`src/rtl/mpcd_pkg.sv`:
```
package mpcd_pkg;
  localparam int NUM_PH = 4;
  localparam int MAX_DIV = 8;
  localparam int CNT_W = $clog2(2 * MAX_DIV);

  typedef enum logic [1:0] {
    PH_ALIGN   = 2'b00,
    PH_QUAD    = 2'b01,
    PH_EARLYLT = 2'b10,
    PH_CASCADE = 2'b11
  } ph_code_e;

  // Offset (in fast cycles, modulo 2^CNT_W) of phased output k behind output 0.
  function automatic logic [CNT_W-1:0] ph_offset(input logic [1:0] code,
                                                 input int k,
                                                 input logic div8);
    logic [CNT_W-1:0] quarter;
    logic [CNT_W-1:0] kk;
    quarter = div8 ? CNT_W'(2) : CNT_W'(1);
    kk = CNT_W'(k);
    case (ph_code_e'(code))
      PH_ALIGN:   ph_offset = '0;
      PH_QUAD:    ph_offset = kk * quarter;
      PH_EARLYLT: begin
        if (k == 1)      ph_offset = '1;           // one cycle early
        else if (k == 2) ph_offset = CNT_W'(1);    // one cycle late
        else if (k == 3) ph_offset = quarter;
        else             ph_offset = '0;
      end
      default:    ph_offset = kk;
    endcase
  endfunction
endpackage

```
`src/rtl/mpcd_seq.sv`:
```
module mpcd_seq
  import mpcd_pkg::*;
(
  input  logic             clk,
  input  logic             rst,
  input  logic             div_sel,
  input  logic [1:0]       ph_sel,
  output logic [CNT_W-1:0] cnt_n,
  output logic             mode_n,
  output logic [1:0]       sel_n,
  output logic             mode_q,
  output logic [1:0]       sel_q
);
  logic [CNT_W-1:0] cnt_q;
  logic             wrap;

  // End of half-rate period: 8 cycles when dividing by 4, 16 when dividing by 8.
  assign wrap = (cnt_q[CNT_W-2:0] == '1) && (!mode_q || cnt_q[CNT_W-1]);

  always_comb begin
    if (wrap) begin
      cnt_n  = '0;
      mode_n = div_sel;
      sel_n  = ph_sel;
    end else begin
      cnt_n  = cnt_q + CNT_W'(1);
      mode_n = mode_q;
      sel_n  = sel_q;
    end
  end

  always_ff @(posedge clk) begin
    if (rst) begin
      cnt_q  <= '1;          // forces a wrap on the first edge after release
      mode_q <= 1'b0;
      sel_q  <= 2'b00;
    end else begin
      cnt_q  <= cnt_n;
      mode_q <= mode_n;
      sel_q  <= sel_n;
    end
  end

  AST_SEL_HOLD: assert property (@(posedge clk) disable iff (rst)
    !wrap |=> ($stable(sel_q) && $stable(mode_q)));
endmodule

```
`src/rtl/mpcd_dec.sv`:
```
module mpcd_dec
  import mpcd_pkg::*;
(
  input  logic [CNT_W-1:0]  cnt,
  input  logic              div8,
  input  logic [1:0]        code,
  output logic [NUM_PH-1:0] ph,
  output logic              half,
  output logic              dbl
);
  logic [CNT_W-1:0] pmask;
  assign pmask = div8 ? CNT_W'(7) : CNT_W'(3);

  for (genvar k = 0; k < NUM_PH; k++) begin : g_ph
    logic [CNT_W-1:0] phase;
    assign phase = (cnt - ph_offset(code, k, div8)) & pmask;
    assign ph[k] = div8 ? ~phase[2] : ~phase[1];
  end

  assign half = div8 ? ~cnt[3] : ~cnt[2];
  assign dbl  = div8 ? ~cnt[1] : ph[0];
endmodule

```
`src/rtl/multiphase_clkdiv.sv`:
```
module multiphase_clkdiv
  import mpcd_pkg::*;
(
  input  logic              clk,
  input  logic              rst,
  input  logic              div_sel,
  input  logic [1:0]        ph_sel,
  output logic [NUM_PH-1:0] clk_ph,
  output logic              clk_half,
  output logic              clk_dbl
);
  logic [CNT_W-1:0]  cnt_n;
  logic              mode_n, mode_q;
  logic [1:0]        sel_n, sel_q;
  logic [NUM_PH-1:0] ph_d;
  logic              half_d, dbl_d;

  mpcd_seq u_seq (
    .clk(clk), .rst(rst), .div_sel(div_sel), .ph_sel(ph_sel),
    .cnt_n(cnt_n), .mode_n(mode_n), .sel_n(sel_n),
    .mode_q(mode_q), .sel_q(sel_q)
  );

  mpcd_dec u_dec (
    .cnt(cnt_n), .div8(mode_n), .code(sel_n),
    .ph(ph_d), .half(half_d), .dbl(dbl_d)
  );

  // Outputs come straight from flops so every clock edge is glitch-free.
  always_ff @(posedge clk) begin
    if (rst) begin
      clk_ph   <= '0;
      clk_half <= 1'b0;
      clk_dbl  <= 1'b0;
    end else begin
      clk_ph   <= ph_d;
      clk_half <= half_d;
      clk_dbl  <= dbl_d;
    end
  end

  AST_RST_LOW: assert property (@(posedge clk)
    rst |=> (clk_ph == '0 && !clk_half && !clk_dbl));
  AST_ALIGN_EQUAL: assert property (@(posedge clk) disable iff (rst)
    (sel_q == 2'b00) |-> (clk_ph == '0 || clk_ph == '1));
  AST_HALF_RISE: assert property (@(posedge clk) disable iff (rst)
    $rose(clk_half) |-> clk_ph[0]);
  AST_DBL_DIV4: assert property (@(posedge clk) disable iff (rst)
    !mode_q |-> (clk_dbl == clk_ph[0]));
endmodule

```
`config.mk`:
```
export PLATFORM = sky130hd
export DESIGN_NAME = multiphase_clkdiv
export DESIGN_NICKNAME = d
export VERILOG_FILES = /design/src/rtl/mpcd_pkg.sv /design/src/rtl/mpcd_seq.sv /design/src/rtl/mpcd_dec.sv /design/src/rtl/multiphase_clkdiv.sv
export SDC_FILE = /design/constraint.sdc
export NUM_CORES = 1
export LEC_CHECK = 0
export CORE_MARGIN = 1.5
export CORE_UTILIZATION = 59
export DETAILED_ROUTE_END_ITERATION = 6
export DONT_BUFFER_PORTS = 1
export PLACE_DENSITY = 0.75
export SLEW_MARGIN = 20
export SYNTH_ARGS = -nofsm -noshare
export SYNTH_HDL_FRONTEND = slang
export SYNTH_SLANG_ARGS = --single-unit
```
`constraint.sdc`:
```
create_clock -name clk -period 2.7 [get_ports clk]
set_input_delay 0.405 -clock clk [delete_from_list [all_inputs] [get_ports clk]]
set_output_delay 0.405 -clock clk [all_outputs]
set_load 0.05 [all_outputs]
```
# Yosys cells after proc, flatten, opt, wreduce, memory -nomap -nowiden
# Index checks and enable logic that the tools add are counted.
dict set report classes {
  n_bitwise 15
  mul 1
  n_shift 0
  add_sub_neg 4
  n_lt_le_gt_ge 0
  div 0
  n_reduce_logical 4
  n_mux 14
  eq_ne 3
}
# op n
set op_table {}
lappend op_table {{$pmux W3 S3} 3}
lappend op_table {{$and A3 B3 Y3} 4}
lappend op_table {{$not A1 Y1} 11}
lappend op_table {{$sub A3 B3 Y3} 3}
lappend op_table {{$mux W1} 7}
lappend op_table {{$add A4 B1 Y4 const B} 1}
lappend op_table {{$mux W2} 2}
lappend op_table {{$mux W4} 1}
lappend op_table {{$eq A3 B3 Y1 const B} 1}
lappend op_table {{$mul A2 B2 Y3 const A} 1}
lappend op_table {{$mux W3} 1}
lappend op_table {{$eq A2 B1 Y1 const B} 1}
lappend op_table {{$eq A2 B2 Y1 const B} 1}
lappend op_table {{$logic_not A2 Y1} 1}
lappend op_table {{$logic_and A1 B1 Y1} 1}
lappend op_table {{$logic_not A1 Y1} 1}
lappend op_table {{$logic_or A1 B1 Y1} 1}
dict set report word_totals {
  n_memories 0
  regBits 13
  output_inout_bits 6
  inputBits 5
  rom_bits 0
  ram_bits 0
  elab_cells 47
  latch_bits 0
}

# Logic depth before layout (Yosys ltp)
# Gate-level depths: netlist (run 1).
dict set report depth {
  ltp_word 11
  mapped_depth 12
  ltp_nobuf 11
}

# Cells and area by module
# From an unflattened synthesis (run 1), not the netlist that was laid out.
dict set report hier_totals {
  cells_unflattened 73
  hier_area_um2 744.5
}
# mod seq_area_each_um2 cells_per_inst area_per_inst_um2 instances
set by_module_without_submodules {}
lappend by_module_without_submodules {mpcd_seq 140.1 33 297.8 1}
lappend by_module_without_submodules {mpcd_dec 0.0 28 289.0 1}
lappend by_module_without_submodules {multiphase_clkdiv 120.1 12 157.7 1}

# Least setup slack after synthesis (run 1)
# No wires, ideal clock.
dict set report synth_timing {
  path_type {flip-flop to flip-flop}
  startpoint {register u_seq.cnt_q[0]}
  endpoint {register clk_ph[1]}
  path_slack_ns 0.359
  path_buffers 1
  t_required_ns 2.573
  setup_ns 0.127
  period_less_slack_ns 2.341
  path_stages_with_launch 13
  t_arrival_ns 2.214
  cell_sequence {dfxtp_1 -> ha_1 -> ha_1 -> buf_6 -> nand2_1 -> a22oi_2 -> nor2_1 -> nand2_1 -> a31o_2 -> fa_1 -> xnor2_1 -> xnor2_1 -> a21boi_1}
}
dict set report synth_via {
  elab_chain_len 9
  elab_cells_between_ends 17
  classes_between {add/sub (2); eq/ne (3); mux (7); bitwise (3); reduce/logical (2)}
}
# item line_no
set synth_lines {}
lappend synth_lines {{start: declaration} mpcd_seq.sv:14} ;# logic [CNT_W-1:0] cnt_q;
lappend synth_lines {{start signal: assignment} mpcd_seq.sv:38} ;# cnt_q <= cnt_n;
lappend synth_lines {{$eq A3 B3 Y1} mpcd_seq.sv:18} ;# assign wrap = (cnt_q[CNT_W-2:0] == '1) && (!mode_q || cnt_q[CNT_W-1]);
lappend synth_lines {{$logic_and A1 B1 Y1} mpcd_seq.sv:18}
lappend synth_lines {{$mux W2 / $mux W1 (equally long branches)} mpcd_seq.sv:21} ;# if (wrap) begin
lappend synth_lines {{$eq A2 B2 Y1 (tied with other cells)} mpcd_pkg.sv:21} ;# case (ph_code_e'(code))
lappend synth_lines {{$pmux W3 S3} mpcd_pkg.sv:21}
lappend synth_lines {{$sub A3 B3 Y3} mpcd_dec.sv:16} ;# assign phase = (cnt - ph_offset(code, k, div8)) & pmask;
lappend synth_lines {{$and A3 B3 Y3} mpcd_dec.sv:16}
lappend synth_lines {{$not A1 Y1} mpcd_dec.sv:17} ;# assign ph[k] = div8 ? ~phase[2] : ~phase[1];
lappend synth_lines {{$mux W1 (*)} mpcd_dec.sv:17}
lappend synth_lines {{end signal: assignment} multiphase_clkdiv.sv:36} ;# clk_ph <= ph_d;
lappend synth_lines {{end: declaration} multiphase_clkdiv.sv:8} ;# output logic [NUM_PH-1:0] clk_ph,
# Every way passes the cells marked *; elsewhere a longest branch is shown, timed or not.
# A chain may end at the register's enable or synchronous reset.

# Worst setup path in the final report (run 1)
# Ends and elaborated chain as after synthesis.

==> flow_summary_export.csv, run 1 <==
group,metric,value,unit
finish,layout-drive-gt1-share,16.3,%
clock_network,cts.sinks,13,
sta,setup_tns,0,ns
finish,fillers,102,
finish,multiInputGateArea,505,um2
floorplanning,io_pins,11,
finish,finish.instance_area,842,um2
global_routing,gr-total-overflow,0,
clock_network,cts_hold_buf,0,
yosys,synth_cells,90,
finish,num-nets-final,103,
finish,syn2layout_area_growth,4.02,%
sta,finalHoldViolations,0,
routing,drt-initial-drc-count,23,
yosys,synth_fa_ha_area_share,10.5,%
worst_setup_path,timing_worst_setup_path_type,"reg -> reg",
power_and_ir_drop,power,1.03,mW
clock_network,clock_path_buffers,2,
sta,report.final.slew_viol_count,0,
yosys,yosysSeqAreaShare,32.1,%
global_routing,grt_max_degree,13,
worst_setup_path,startpoint,"u_seq.cnt_q[0]",
worst_setup_path,cp_max_fo,9,
sta,rsz0062_at_grt,"false",
sta,worst_hold_slack,0.173,ns
floorplanning,rows,13,
yosys,synth-simple-area-share,17.8,%
routing,via_per_inst,5.99,
power_and_ir_drop,p_leak,0.322,nW
routing,final_antenna_net_count,0,
finish,layout_commonest_cell,"dfxtp_1",
placed_design,port_buffers,0,
routing,wl_per_cell,14.1,um
finish,final_cell_mix,"13 x dfxtp_1, 8 x nor2_1, 8 x a21oi_1, 7 x nand2_1, 6 x xnor2_1",
flow_run,maxCapViolCount,0,
yosys,synthXorXnorAreaFrac,6.49,%
sta,slew_headroom,67.9,%
worst_setup_path,path_delay_family,"adder cells",
clock_network,clock_latency,0.29,ns
floorplanning,dieWidth,40.0,um
clock_network,cts_tree,"done",
power_and_ir_drop,powerDensity,1230,nW/um2
routing,route.vias.total,641,
routing,drt-pass1-iter-count,4,
worst_setup_path,r2r_setup_slack,0.26,ns
floorplanning,die-area,1600,um2
floorplanning,start_util,63.0,%
yosys,synthMuxAreaShare,1.70,%
yosys,syn_nets,100,
yosys,synth_top_family_by_area,"compound AO/OA/AOI/OAI gates",
worst_setup_path,arrival,2.66,ns
worst_setup_path,slowest_delay,0.43,ns
global_routing,grt_pass1_wl,2.30,mm
yosys,synth_cell_types,36,
sta,post-route-min-period,2.44,ns
clock_network,clkTransAtPathRegs,0.09,ns
placed_design,gp_congestion,0.885,
worst_setup_path,timing.reg2reg.worst_path_depth,10,
yosys,postSynthAreaPerCell,8.99,um2
yosys,synth-compound-area-share,25.7,%
global_routing,antenna_found_initial,0,
worst_hold_path,min-delay-path-class,"in -> reg",
clock_network,cts_root_buf,"clkbuf_4",
finish,fin_util,65.5,%
yosys,ys_warn_count,0,
floorplanning,die_h,40.0,um
placed_design,dpl_cell_area,812,um2
clock_network,postCtsSetupBuffers,0,
floorplanning,coreArea,1280,um2
worst_setup_path,crit_path_end_kind,"register",
yosys,synth_top_area_cell,"dfxtp_1",
yosys,ys_ff_latch,13,
global_routing,grt_usage,23.3,%
clock_network,cts_buffers,3,
finish,register_area,260,um2
worst_setup_path,crit_end,"clk_ph[1]",
yosys,synth_area_leaders,"dfxtp_1 32%, fa_1 7.4%, xnor2_1 6.5%",
yosys,synth_top_area_share,32.1,%
worst_setup_path,crit_path_start_kind,"register",
power_and_ir_drop,vdd_ir_drop_max,721,uV
yosys,syn_area,810,um2
worst_setup_path,crit_buf_inv,0,
worst_setup_path,r2r-start,"u_seq.cnt_q[0]",
clock_network,htree_levels,1,
status,status,"finished clean",
worst_setup_path,r2r_end,"clk_ph[1]",
sta,skew,0.00672,ns
worst_setup_path,cpMaxStageDelayCell,"dfxtp_1",
routing,totalWireLength,1.51,mm
finish,n_antenna_cell,0,
routing,drc,0,
global_routing,grt_pass1_vias,515,
worst_setup_path,path_depth,10,
placed_design,hpwl,1.12,mm
sta,worstMarginPinSlew,0.480,ns
worst_setup_path,worstPathRequired,2.93,ns
sta,fin_crit_sh,90.2,%
sta,fmax,0.410,GHz
sta,setup_viol,0,
worst_setup_path,cp_cell_sequence,"ha_1 > ha_2 > nand2_1 > a22oi_2 > nor2_1 > a211oi_1 > a31o_2 > fa_1 > a21oi_1 > a21boi_1",
==> area by class of cell <==
type / instances / area share, %
inverter: 4 / 1.78
sequential: 13 / 30.9
clock buffer: 3 / 2.67
timing repair buffer: 2 / 1.78
tap: 15 / 2.23
clock inverter: 1 / 0.594
multi-input combinational: 69 / 60.0
==> flip-flops by register name, summed over array words and instances, names as in the netlist <==
name	flops
u_seq.mode_q	1
u_seq.sel_q	2
clk_ph	4
u_seq.cnt_q	4
clk_half	1
clk_dbl	1
==> where the power goes <==
part	switching, mW	internal (mW)
clock network	0.0714	0.0551
logic	0.257	0.245
registers	0.155	0.250
total	0.483	0.550
==> layer usage <==
| metal | wire [um] | vias to the layer above | share of wire [%] | global-route usage (%) |
|---|---|---|---|---|
| met4 | 29 | 0 | 1.9 | 12.9 |
| met3 | 105 | 5 | 7.0 | 8.89 |
| met2 | 673 | 27 | 45 | 32.7 |
| met1 | 700 | 287 | 46 | 30.3 |
| met5 | 0 | - | 0 | 0 |
| li1 | - | 322 | - | - |
==> stage by stage <==
| step | setup slack [ns] | instances |
|---|---|---|
| after global routing | 0.0291 | 107 |
| after CTS | 0.167 | 107 |
| final | 0.263 | 107 |
| after floorplan | 0.359 | 90 |
| after global placement | 0.266 | 103 |
| after detailed placement | 0.190 | 103 |
==> worst reg2reg max path, cell delays in order (launching register included) <==
cell and delay, ns:
dfxtp_1 0.43, ha_1 0.18, ha_2 0.28, nand2_1 0.13, a22oi_2 0.19, nor2_1 0.09, a211oi_1 0.24, a31o_2 0.15
fa_1 0.41, a21oi_1 0.12, a21boi_1 0.15
==> cells by family (layout without fill, tap and decap cells) <==
group	Yosys count	in the layout
AO/OA/AOI/OAI	29	29
AND/OR/NAND/NOR	28	28
flip-flops	13	13
buffers and inverters	8	10
XOR/XNOR	6	6
adder cells (fa/ha/maj)	5	5
multiplexers	1	1
==> worst min-delay path by stage <==
| stage | startpoint | to | slack (ns) | depth (start not counted) |
|---|---|---|---|---|
| floorplan | u_seq.cnt_q[0] | u_seq.cnt_q[0] | 0.48 | 1 |
| global placement | rst | u_seq.sel_q[1] | 0.48 | 1 |
| detailed placement | rst | u_seq.sel_q[0] | 0.48 | 1 |
| CTS | rst | u_seq.sel_q[0] | 0.16 | 1 |
| global route | rst | u_seq.sel_q[0] | 0.15 | 1 |
| finish | rst | u_seq.sel_q[1] | 0.17 | 1 |
==> cells in the mapped netlist <==
cell type and instances:
and2_1 1, a21oi_2 1, fa_1 3, a22o_1 1, and2b_1 3, a31o_2 1
a21o_1 1, inv_1 4, nor2_1 8, nand2_2 1, a21boi_1 3, a31oi_1 1
or2_2 1, o2111ai_1 1, nand2_1 7, o211ai_1 2, xnor2_1 6, a21oi_1 8
ha_1 2, clkbuf_2 1, nand2b_1 2, and2_4 1, a22oi_1 1, a22oi_2 1
nand3_1 2, o21ai_0 1, o22a_1 1, and3_1 1, o21bai_1 1, nand2b_2 1
buf_6 2, dfxtp_1 13, mux2i_2 1, clkbuf_1 1, o32a_1 1, a211oi_1 4
==> timing repair <==
| action | 4_1_cts | 5_1_grt |
|---|---|---|
| hold endpoints to repair | 0 | 0 |
| endpoints found under the setup margin | 0 | 1 |
| gates resized for setup | 0 | 1 |
(Power assumes the default switching activity.)
==> inputs of run 2 (changes only) <==
Clock period 2.7 ns to 2.3 ns, I/O delays scaled along.
==> run 2 against run 1 <==
Power increased by 33%. First-iteration DRC count decreased by 48%. Design area increased by 12%. Via count increased by 9.4%. Sequential power increased by 19%. Global-route usage increased by 4.3 points. Wire length increased by 24%. Critical path type unchanged. Critical endpoint unchanged.
==> flow_summary_export.csv, run 2 (synthesis gave the netlist of run 1 again) <==
group,metric,value,unit
worst_setup_path,crit_path_start_kind,"register",
global_routing,grt_max_degree,13,
worst_setup_path,timing_worst_setup_path_type,"reg -> reg",
power_and_ir_drop,vdd_ir_drop_max,700,uV
floorplanning,dieWidth,40.0,um
floorplanning,start_util,63.0,%
finish,final_cell_mix,"11 x dfxtp_1, 8 x a21oi_1, 8 x buf_4, 6 x nand2_1, 6 x nor2_1",
finish,layout-drive-gt1-share,33.7,%
clock_network,cts_buffers,3,
routing,totalWireLength,1.87,mm
sta,worst_hold_slack,0.110,ns
global_routing,grt_pass1_vias,632,
power_and_ir_drop,pwr-share-comb,54.2,%
routing,drc,0,
worst_setup_path,worstPathRequired,2.48,ns
sta,setup_ws,0.0585,ns
placed_design,gp_congestion,0.876,
routing,final_antenna_net_count,0,
finish,fin_util,73.2,%
power_and_ir_drop,switching_share,46.1,%
finish,multiInputGateArea,557,um2
placed_design,hpwl,1.28,mm
floorplanning,rows,13,
sta,post-route-min-period,2.24,ns
clock_network,clock_latency,0.29,ns
routing,drt-pass1-iter-count,4,
power_and_ir_drop,p_int,0.743,mW
worst_setup_path,arrival,2.42,ns
power_and_ir_drop,power,1.38,mW
status,status,"finished clean",
finish,syn2layout_area_growth,16.2,%
placed_design,dpl_cell_area,847,um2
sta,slew_headroom,67.6,%
finish,reg_top3,"clk_ph: 4 flops, u_seq.cnt_q: 4 flops, u_seq.sel_q: 2 flops",
finish,layout_commonest_cell,"dfxtp_1",
power_and_ir_drop,powerDensity,1470,nW/um2
clock_network,cts.sinks,13,
worst_hold_path,min-delay-path-class,"in -> reg",
global_routing,antenna_found_initial,0,
power_and_ir_drop,p_clk_share,10.9,%
flow_run,maxCapViolCount,0,
floorplanning,coreArea,1280,um2
sta,fmax,0.446,GHz
clock_network,clkTransAtPathRegs,0.09,ns
finish,finish.instance_area,941,um2
worst_setup_path,crit_path_end_kind,"register",
floorplanning,die-area,1600,um2
clock_network,cts_root_buf,"clkbuf_4",
finish,fillers,88,
finish,register_area,263,um2
routing,via_per_inst,6.20,
sta,worstMarginPinSlew,0.485,ns
clock_network,clock_path_buffers,2,
placed_design,port_buffers,0,
routing,drt-initial-drc-count,12,
floorplanning,io_pins,11,
sta,report.final.slew_viol_count,0,
finish,n_antenna_cell,0,
sta,setup_viol,0,
routing,wl_per_cell,16.5,um
power_and_ir_drop,switching_power,0.637,mW
global_routing,gr-total-overflow,0,
finish,num-nets-final,109,
global_routing,grt_usage,27.6,%
clock_network,cts_tree,"done",
finish,fin_cells,113,
placed_design,pre_cts_slack,-0.0211,ns
clock_network,htree_levels,1,
sta,skew,0.00811,ns
global_routing,grt_pass1_wl,2.82,mm
sta,finalHoldViolations,0,
sta,setup_tns,0,ns
worst_setup_path,cp_max_fo,6,
placed_design,placedCellCount,107,
power_and_ir_drop,seqPwrFrac,34.9,%
floorplanning,die_h,40.0,um
power_and_ir_drop,p_leak,0.364,nW
routing,route.vias.total,701,
sta,fin_crit_sh,97.5,%
## run 2: changes by cell type in the layout (fill, tap and decap cells not counted), sizes merged
cell  previous run  this run
buf              2         8
## run 2: layer usage
metal | GRT usage, % | wire [um] | part of all wire [%] | vias up
met3 | 8.33 | 106 | 5.7 | 6
met2 | 41.5 | 942 | 50 | 27
met1 | 32.9 | 784 | 42 | 331
li1 | - | - | - | 337
met5 | 0 | 0 | 0 | -
met4 | 19.8 | 35 | 1.9 | 0
## run 2: power by group through the flow
stage	Combinational (mW)	Clock [mW]	Sequential, mW
final	0.747	0.151	0.482
after global routing	0.817	0.162	0.493
after CTS	0.663	0.150	0.478
after detailed placement	0.631	0	0.480
after global placement	0.610	0	0.479
after floorplan	0.517	0	0.472
## run 2: area by class of cell
class	count	share of cell area, %
clock inverters	1	0.532
clock buffers	3	2.39
multi-input cells	69	59.2
inverters	4	1.60
repair buffers	8	6.38
flip-flops and latches	13	27.9
well taps	15	1.99
## run 2: final timing paths
check / from / end / slack, ns / cells past startpoint
max: u_seq.cnt_q[0] / clk_ph[1] / 0.06 / 11
min: rst / u_seq.mode_q / 0.11 / 1
max reg2reg: u_seq.cnt_q[0] / clk_ph[1] / 0.06 / 11
min reg2reg: u_seq.sel_q[1] / u_seq.sel_q[1] / 0.56 / 2
## run 2: repair_timing
item,in CTS,in global routing
hold buffers,0,0
setup endpoints to repair,1,3
pin swaps,2,3
buffers inserted,0,2
gates resized for setup,3,10
## run 2: critical path: stages (launching register included)
cell	delay, ns
dfxtp_2	0.33
ha_2	0.19
ha_4	0.18
nand2_2	0.10
a22oi_2	0.09
nor2_2	0.15
nand2_1	0.08
a31o_2	0.27
fa_2	0.36
xnor2_2	0.17
xnor2_1	0.13
a21boi_1	0.08
==> inputs of run 3 (changes only) <==
Settings changed: PLACE_DENSITY 0.75 to 0.81.
==> run 3 against run 2 <==
Worst hold slack improved by 0.012 ns. Flip-flop and latch count did not move. Clock-buffer cell count rose by 1.
==> flow_summary_export.csv, run 3 (synthesis gave the netlist of run 1 again) <==
group,metric,value,unit
finish,n_antenna_cell,0,
global_routing,grt_max_degree,13,
floorplanning,die-area,1600,um2
power_and_ir_drop,power,1.38,mW
finish,reg_top3,"clk_ph: 4 flops, u_seq.cnt_q: 4 flops, u_seq.sel_q: 2 flops",
sta,finalHoldViolations,0,
global_routing,antenna_found_initial,0,
finish,final_cell_mix,"11 x dfxtp_1, 10 x buf_4, 8 x a21oi_1, 6 x nand2_1, 6 x nor2_1",
sta,post-route-min-period,2.23,ns
sta,report.final.slew_viol_count,0,
finish,syn2layout_area_growth,17.9,%
clock_network,cts_tree,"done",
floorplanning,io_pins,11,
global_routing,grt_pass1_wl,2.60,mm
worst_setup_path,worstPathRequired,2.48,ns
worst_setup_path,arrival,2.41,ns
sta,worstMarginPinSlew,0.480,ns
floorplanning,start_util,63.0,%
floorplanning,rows,13,
finish,layout-drive-gt1-share,33.0,%
global_routing,grt_pass1_vias,590,
clock_network,clock_latency,0.28,ns
status,status,"finished clean",
sta,setup_ws,0.0696,ns
worst_hold_path,min-delay-path-class,"in -> reg",
worst_setup_path,crit_top_cell,"ha_4",
worst_setup_path,crit_path_start_kind,"register",
finish,finish.instance_area,955,um2
routing,via_per_inst,6.23,
worst_hold_path,worstHoldStart,"rst",
flow_run,maxCapViolCount,0,
routing,wl_per_cell,16.5,um
sta,slew_headroom,67.9,%
clock_network,cts.sinks,13,
worst_setup_path,slowest_delay,0.53,ns
routing,drc,0,
worst_setup_path,cp_cell_sequence,"ha_4 > ha_4 > nand2_2 > a22oi_2 > nor2_2 > buf_4 > o22a_1 > fa_2 > a21oi_1 > a21boi_2",
routing,route.vias.total,717,
routing,drt-initial-drc-count,44,
sta,rsz0062_at_grt,"false",
clock_network,cts_buffers,3,
finish,register_area,263,um2
clock_network,clock_path_buffers,2,
sta,fin_crit_sh,97.0,%
clock_network,clkTransAtPathRegs,0.09,ns
sta,skew,0.00900,ns
finish,fillers,92,
placed_design,dpl_cell_area,855,um2
floorplanning,die_h,40.0,um
worst_setup_path,cp_max_fo,7,
clock_network,cts_root_buf,"clkbuf_4",
routing,totalWireLength,1.90,mm
worst_setup_path,crit_path_end_kind,"register",
floorplanning,dieWidth,40.0,um
sta,fmax,0.448,GHz
power_and_ir_drop,p_leak,0.365,nW
routing,drt-pass1-iter-count,4,
power_and_ir_drop,powerDensity,1440,nW/um2
placed_design,pre_cts_slack,-0.126,ns
floorplanning,coreArea,1280,um2
worst_setup_path,startpoint,"u_seq.cnt_q[0]",
worst_setup_path,r2r-start,"u_seq.cnt_q[0]",
worst_setup_path,cpMaxStageDelayCell,"fa_2",
sta,setup_viol,0,
worst_setup_path,timing_worst_setup_path_type,"reg -> reg",
global_routing,gr-total-overflow,0,
placed_design,port_buffers,0,
finish,layout_commonest_cell,"dfxtp_1",
finish,multiInputGateArea,557,um2
global_routing,grt_usage,24.9,%
routing,final_antenna_net_count,0,
placed_design,hpwl,1.23,mm
power_and_ir_drop,vdd_ir_drop_max,726,uV
finish,num-nets-final,111,
clock_network,htree_levels,1,
placed_design,gp_congestion,0.943,
## run 3: changes by cell type in the layout (fill, tap and decap cells not counted), sizes merged
cell / before / now
buf: 8 / 10
clkbuf: 3 / 4
clkinv: 1 / 0
## run 3: cell type report
cell class / instances / area share (%)
clock buffers: 4 / 2.75
inverters: 4 / 1.57
multi-input cells: 69 / 58.3
flip-flops and latches: 13 / 27.5
well taps: 15 / 1.97
repair buffers: 10 / 7.86
## run 3: metrics by stage
step	util [%]	setup TNS, ns	hold WS (ns)	std cells
2_1_floorplan	-	0	0.479	90
4_1_cts	70.9	0	0.119	114
3_3_place_gp	66.5	-0.0380	0.416	108
3_5_place_dp	66.5	-0.189	0.420	108
6_report	74.3	0	0.121	115
5_1_grt	74.3	0	0.115	115
## run 3: final timing paths
| kind | slack (ns) | cells past startpoint | endpoint |
|---|---|---|---|
| hold reg to reg | 0.56 | 2 | u_seq.sel_q[1] |
| setup reg to reg | 0.07 | 10 | clk_ph[2] |
| setup / recovery | 0.07 | 10 | clk_ph[2] |
| hold / removal | 0.12 | 1 | u_seq.sel_q[0] |
## run 3: routing by layer
layer  GRT usage (%)  vias up  share of wire, %
met5               0        -                 0
met4            10.3        0               1.2
met3            6.67        4               9.2
met2            37.9       46                47
met1            33.0      326                42
li1                -      341                 -
## run 3: timing repair
action                                  in CTS  in global routing
gates cloned                                 0                  0
setup buffers                                2                  1
resized for setup                            3                  9
hold buffers                                 0                  0
pin swaps                                    2                  1
endpoints found under the setup margin       3                  3
## run 3: worst max-delay path: cells and delay by family, from the launching register on
kind                       cells  cell delay, ns
adders and majority gates      3            0.84
AOI/OAI and AO/OA              4            0.62
DFF                            1            0.36
and+or+nand+nor                2            0.17
buffers and inverters          1            0.14
## run 3: power by group
| group | internal, mW | switching, mW |
|---|---|---|
| combinational | 0.388 | 0.359 |
| clock | 0.0672 | 0.0781 |
| sequential | 0.296 | 0.189 |
